--- src/rtl/ctl_pattern_pkg.sv ---
package ctl_pattern_pkg;
  typedef enum logic [1:0] {
    MODE_PLAY = 2'b00,
    MODE_ASM  = 2'b01,
    MODE_REC  = 2'b10,
    MODE_OFF  = 2'b11
  } ctl_mode_e;
endpackage

--- src/rtl/ctl_pattern_shreg.sv ---
module ctl_pattern_shreg #(
  parameter int WIDTH = 8
) (
  input  logic             clk,
  input  logic             rst,
  input  logic             init_i,
  input  logic             shift_en_i,
  input  logic             rotate_en_i,
  input  logic             long_i,
  input  logic             load_en_i,
  input  logic [WIDTH-1:0] load_data_i,
  output logic [WIDTH-1:0] pattern_o
);
  localparam logic [WIDTH-1:0] INIT_VAL = '1;

  logic [WIDTH-1:0] pat_q;

  // priority: reinit, then pulse-driven update, then CPU load
  always_ff @(posedge clk) begin
    if (rst || init_i)    pat_q <= INIT_VAL;
    else if (shift_en_i)  pat_q <= {pat_q[WIDTH-2:0], long_i};
    else if (rotate_en_i) pat_q <= {pat_q[WIDTH-2:0], pat_q[WIDTH-1]};
    else if (load_en_i)   pat_q <= load_data_i;
  end

  assign pattern_o = pat_q;

  a_r1_init_ones: assert property (@(posedge clk)
    (rst || init_i) |=> (pat_q == INIT_VAL));
  a_r2_shift_in: assert property (@(posedge clk) disable iff (rst)
    (shift_en_i && !init_i) |=> (pat_q == {$past(pat_q[WIDTH-2:0]), $past(long_i)}));
  a_r3_rotate: assert property (@(posedge clk) disable iff (rst)
    (rotate_en_i && !shift_en_i && !init_i) |=> (pat_q[0] == $past(pat_q[WIDTH-1])));
  a_r11_hold: assert property (@(posedge clk) disable iff (rst)
    (!init_i && !shift_en_i && !rotate_en_i && !load_en_i) |=> $stable(pat_q));
endmodule

--- src/rtl/ctl_pattern_seq.sv ---
module ctl_pattern_seq #(
  parameter int PULSES = 8
) (
  input  logic clk,
  input  logic rst,
  input  logic init_i,
  input  logic det_active_i,
  input  logic pulse_i,
  input  logic arm_wr_i,
  input  logic flag_clr_i,
  output logic done_o
);
  localparam int CNT_W = (PULSES > 1) ? $clog2(PULSES) : 1;
  localparam logic [CNT_W-1:0] LAST = CNT_W'(PULSES - 1);

  logic             arm_q;
  logic             done_q;
  logic [CNT_W-1:0] cnt_q;
  logic             count_ev;
  logic             finish_ev;

  assign count_ev  = det_active_i && arm_q && !done_q && pulse_i && !arm_wr_i;
  assign finish_ev = count_ev && (cnt_q == LAST);

  always_ff @(posedge clk) begin
    if (rst || init_i) begin
      arm_q  <= 1'b0;
      done_q <= 1'b0;
      cnt_q  <= '0;
    end else begin
      if (arm_wr_i && det_active_i) begin
        arm_q <= 1'b1;
        cnt_q <= '0;
      end else if (finish_ev) begin
        arm_q <= 1'b0;
        cnt_q <= '0;
      end else if (count_ev) begin
        cnt_q <= cnt_q + 1'b1;
      end
      // a completing pulse wins over a flag clear in the same cycle
      if (finish_ev)       done_q <= 1'b1;
      else if (flag_clr_i) done_q <= 1'b0;
    end
  end

  assign done_o = done_q;

  a_r4_arm_drops: assert property (@(posedge clk) disable iff (rst)
    $rose(done_q) |-> !arm_q);
  a_r5_done_sticky: assert property (@(posedge clk) disable iff (rst)
    (done_q && !flag_clr_i && !init_i) |=> done_q);
  a_r6_set_wins: assert property (@(posedge clk) disable iff (rst)
    (det_active_i && arm_q && !done_q && pulse_i && !arm_wr_i && cnt_q == LAST && !init_i) |=> done_q);
  a_r9_no_count_idle: assert property (@(posedge clk) disable iff (rst)
    (!det_active_i && !init_i) |=> $stable(cnt_q));
  a_r10_arm_gate: assert property (@(posedge clk) disable iff (rst)
    (!det_active_i && !arm_q) |=> !arm_q);
endmodule

--- src/rtl/ctl_pattern_reg.sv ---
module ctl_pattern_reg #(
  parameter int WIDTH = 8
) (
  input  logic             clk,
  input  logic             rst,
  input  logic             hold_init_i,
  input  logic [1:0]       mode_i,
  input  logic             pulse_stb_i,
  input  logic             long_i,
  input  logic             det_en_i,
  input  logic             arm_wr_i,
  input  logic             flag_clr_i,
  input  logic             index_det_i,
  input  logic             cpu_wr_i,
  input  logic [WIDTH-1:0] cpu_data_i,
  output logic [WIDTH-1:0] pattern_o,
  output logic             done_o,
  output logic             rec_long_o
);
  import ctl_pattern_pkg::*;

  ctl_mode_e mode;
  logic      det_active;
  logic      shift_en;
  logic      rotate_en;
  logic      load_en;

  assign mode       = ctl_mode_e'(mode_i);
  assign det_active = (mode == MODE_PLAY) && det_en_i && !index_det_i;
  assign shift_en   = pulse_stb_i && ((mode == MODE_PLAY) || (mode == MODE_ASM));
  assign rotate_en  = pulse_stb_i && (mode == MODE_REC);
  assign load_en    = cpu_wr_i && !det_active;

  ctl_pattern_shreg #(.WIDTH(WIDTH)) u_shreg (
    .clk         (clk),
    .rst         (rst),
    .init_i      (hold_init_i),
    .shift_en_i  (shift_en),
    .rotate_en_i (rotate_en),
    .long_i      (long_i),
    .load_en_i   (load_en),
    .load_data_i (cpu_data_i),
    .pattern_o   (pattern_o)
  );

  ctl_pattern_seq #(.PULSES(WIDTH)) u_seq (
    .clk          (clk),
    .rst          (rst),
    .init_i       (hold_init_i),
    .det_active_i (det_active),
    .pulse_i      (pulse_stb_i),
    .arm_wr_i     (arm_wr_i),
    .flag_clr_i   (flag_clr_i),
    .done_o       (done_o)
  );

  assign rec_long_o = pattern_o[WIDTH-1];

  a_r7_write_blocked: assert property (@(posedge clk) disable iff (rst)
    (det_active && cpu_wr_i && !pulse_stb_i && !hold_init_i) |=> $stable(pattern_o));
  a_r11_off_mode: assert property (@(posedge clk) disable iff (rst)
    (mode == MODE_OFF && !cpu_wr_i && !hold_init_i) |=> $stable(pattern_o));
endmodule

--- config.mk ---
export PLATFORM = sky130hd
export DESIGN_NAME = ctl_pattern_reg
export DESIGN_NICKNAME = d
export VERILOG_FILES = /design/src/rtl/ctl_pattern_pkg.sv /design/src/rtl/ctl_pattern_shreg.sv /design/src/rtl/ctl_pattern_seq.sv /design/src/rtl/ctl_pattern_reg.sv
export SDC_FILE = /design/constraint.sdc
export NUM_CORES = 1
export LEC_CHECK = 0
export CORE_MARGIN = 3
export CORE_UTILIZATION = 43
export DETAILED_ROUTE_END_ITERATION = 7
export PLACE_DENSITY_LB_ADDON = 0.12
export SKIP_LAST_GASP = 1
export SLEW_MARGIN = 20
export SYNTH_ARGS = -nofsm -noshare
export SYNTH_HDL_FRONTEND = slang
export SYNTH_HIERARCHICAL = 1
export SYNTH_SLANG_ARGS = --single-unit
--- constraint.sdc ---
create_clock -name clk -period 2.5 [get_ports clk]
set_clock_uncertainty 0.05 [all_clocks]
set_input_delay 0.5 -clock clk [delete_from_list [all_inputs] [get_ports clk]]
set_output_delay 0.5 -clock clk [all_outputs]
set_load 0.01 [all_outputs]
==> flow_summary_export.csv <==
group,metric,value,unit
power,power_switching,0.000106,W
power,vdd_drop_max,0.000371,V
cells_and_area,insertedDiodeCount,0,
routing,wl_per_cell,12.6,um
clock_network,cts_num_sinks,13,
power,leakage,0.412,nW
power,sw_frac_of_total,0.242,
grt,grt.total_usage,0.150,
logic_synthesis,yosys_warnings,6,
timing,setup_viol,0,
power,p_comb_frac,0.210,
worst_hold_path,hp-class,"reg2reg",
power,clkPwrFrac,0.290,
grt,grt_overflow,0,
clock_network,clockBufferDepth,2,
place,gp_congestion,0.689,
logic_synthesis,syn_area_per_cell,9.53,sq um
power,p_per_area,437,nW/um^2
routing,drt-initial-drc-count,9,
routing,vias_per_cell,5.32,
logic_synthesis,syn_inst,71,
run,maxCapViolations,0,
routing,drc,0,
floorplan,initial_utilization,0.490,
setup_path,critPathMaxStageDelay,0.48,ns
grt,grt_pass1_vias,526,
logic_synthesis,ys_ff_latch,13,
routing,first_pass_iters,3,
timing,worst_pin_slew,0.511,ns
grt,antenna_found_initial,0,
cells_and_area,area_growth,47.5,%
place,place_inst,112,
floorplan,die_x,45.7,um
routing,wirelength,1460,um
timing,fin_tns_setup,0,ns
grt,grt_max_degree,15,
routing,ant_nets,0,
timing,hold_viol_final,0,
floorplan,dieArea,2090,sq um
cells_and_area,layout_common_cells,"clkdlybuf4s50_1, nand2_1, dfxtp_1",
clock_network,clk_pin_slew_worst_paths,0.08,ns
setup_path,crit_arrival,1.99,ns
place,hpwlAfterDp,1150,um
setup_path,worstSetupStartpointType,"input pin",
power,internal_power,0.000331,W
logic_synthesis,yosys.area.top_type,"dfxtp_1",
timing,holdWs,0.420,ns
status,status,"finished, final reports clean",
timing,fin_crit,1.92,ns
logic_synthesis,yosysSeqAreaShare,0.384,
setup_path,required,2.57,ns
setup_path,setup.worst_path.class,"in2reg",
logic_synthesis,netlist_area,677,sq um
power,p_seq_frac,0.501,
setup_path,cpMaxStageDelayCell,"clkdlybuf4s50_1",
clock_network,cts_tree,"built",
logic_synthesis,ys_types,21,
timing,slew_viol_final,0,
clock_network,cts_setup_buffers,0,
place,io_buffer_count,29,
timing,fmax,0.522,GHz
power,power,0.000436,W
floorplan,ios,30,
setup_path,end_kind,"flip-flop",
cells_and_area,final-instance-count-excl-fill,116,
timing,period_share,0.767,
timing,grt_setup_unrepaired,"no",
cells_and_area,final_common_cell,"clkdlybuf4s50_1",
floorplan,rows,13,
logic_synthesis,yosys.area.top_type_share,0.384,
logic_synthesis,syn_nets,93,
clock_network,cts_resized,0,
floorplan,die-height,45.7,um
clock_network,clk-insertion-delay-late,0.27,ns
setup_path,path_cells,"clkdlybuf4s50_1 -> nor4b_4 -> nor2b_1 -> mux2_2 -> mux2i_1 -> o211ai_1",
setup_path,critPathMaxFanout,5,
cells_and_area,nets,124,
floorplan,core_area,1380,sq um
clock_network,numCtsBuffers,3,
clock_network,h-tree-depth,1,
cells_and_area,drive_gt1_frac,0.0792,
clock_network,cts-root-buf,"clkbuf_4",
logic_synthesis,synthTopCellsByArea,"dfxtp_1, mux2i_1, o211ai_1, nand2_1, ha_1",
routing,num_vias,617,
grt,grt_pass1_wl,2300,um
timing,relSlewSlack,0.658,
clock_network,hold_buffers,0,
## logic make-up (layout without fill, tap and decap cells)
group | count (synthesis) | in the layout | synth area share
compound gates | 11 | 11 | 0.131
buf+inv | 5 | 35 | 0.0370
simple gates | 28 | 28 | 0.231
fa+ha+maj | 2 | 2 | 0.0370
mux | 12 | 12 | 0.179
flops | 13 | 13 | 0.384
## worst max-delay path: cells and delay by family
kind                   cells  cell delay [ns]
and+or+nand+nor            2             0.51
buffers and inverters      1             0.48
AOI/OAI and AO/OA          1             0.09
muxes                      2             0.42
## stage by stage
| step | util | setup WS, ns | cell area, sq um |
|---|---|---|---|
| after floorplan | - | 0.739 | 677 |
| final | 0.722 | 0.583 | 998 |
| after global routing | 0.722 | 0.469 | 998 |
| after global placement | 0.703 | 0.347 | 972 |
| after CTS | 0.722 | 0.573 | 998 |
| after detailed placement | 0.703 | 0.290 | 972 |
## final timing paths
check | start | end | slack [ns] | cells after the start
worst max-delay path | mode_i[1] | u_shreg/pattern_o[0] | 0.58 | 6
worst min-delay path | u_seq/cnt_q[2] | u_seq/cnt_q[2] | 0.42 | 2
worst max register to register | u_seq/cnt_q[0] | u_seq/arm_q | 1.23 | 5
worst min register to register | u_seq/cnt_q[2] | u_seq/cnt_q[2] | 0.42 | 2
## power groups by stage
stage / Sequential, W / Combinational [W] / Clock (W)
finish: 0.000219 / 0.0000914 / 0.000126
global route: 0.000220 / 0.0000981 / 0.000142
CTS: 0.000219 / 0.0000919 / 0.000131
detailed placement: 0.000223 / 0.0000912 / 0
global placement: 0.000223 / 0.0000899 / 0
floorplan: 0.000226 / 0.0000363 / 0
## cell type report
type,instances,area [sq um]
multi-input cells,53,392
flip-flops and latches,13,260
inverters,1,3.75
repair buffers,30,298
fillers,114,384
clock buffers,4,26.3
well taps,15,18.8
## layer usage
metal | vias up | GRT usage | wire, um | share of wire
met4 | 0 | 0.0702 | 9 | 0.0062
met2 | 15 | 0.220 | 649 | 0.45
met5 | - | 0 | 0 | 0
met1 | 283 | 0.212 | 690 | 0.47
li1 | 317 | - | - | -
met3 | 2 | 0.0237 | 107 | 0.073
## cell usage after synthesis
| master | number |
|---|---|
| and3b_2 | 1 |
| dfxtp_1 | 13 |
| a22oi_1 | 1 |
| or2_1 | 1 |
| ha_1 | 2 |
| a32oi_1 | 1 |
| a211oi_2 | 1 |
| inv_1 | 1 |
| nor3_1 | 2 |
| buf_4 | 1 |
| buf_2 | 2 |
| nand4b_1 | 1 |
| clkbuf_1 | 1 |
| nor4b_4 | 1 |
| nor2b_1 | 3 |
| o211ai_1 | 8 |
| mux2_2 | 1 |
| nor2_1 | 3 |
| nand2_1 | 14 |
| mux2i_1 | 11 |
| nand3b_1 | 2 |
## sequential cells by signal, summed over array words and instances, names as in the netlist
signal / cells
u_seq/arm_q: 1
u_seq/cnt_q: 3
u_seq/done_o: 1
u_shreg/pattern_o: 8
Note: power is estimated with default switching activity, not from simulation.
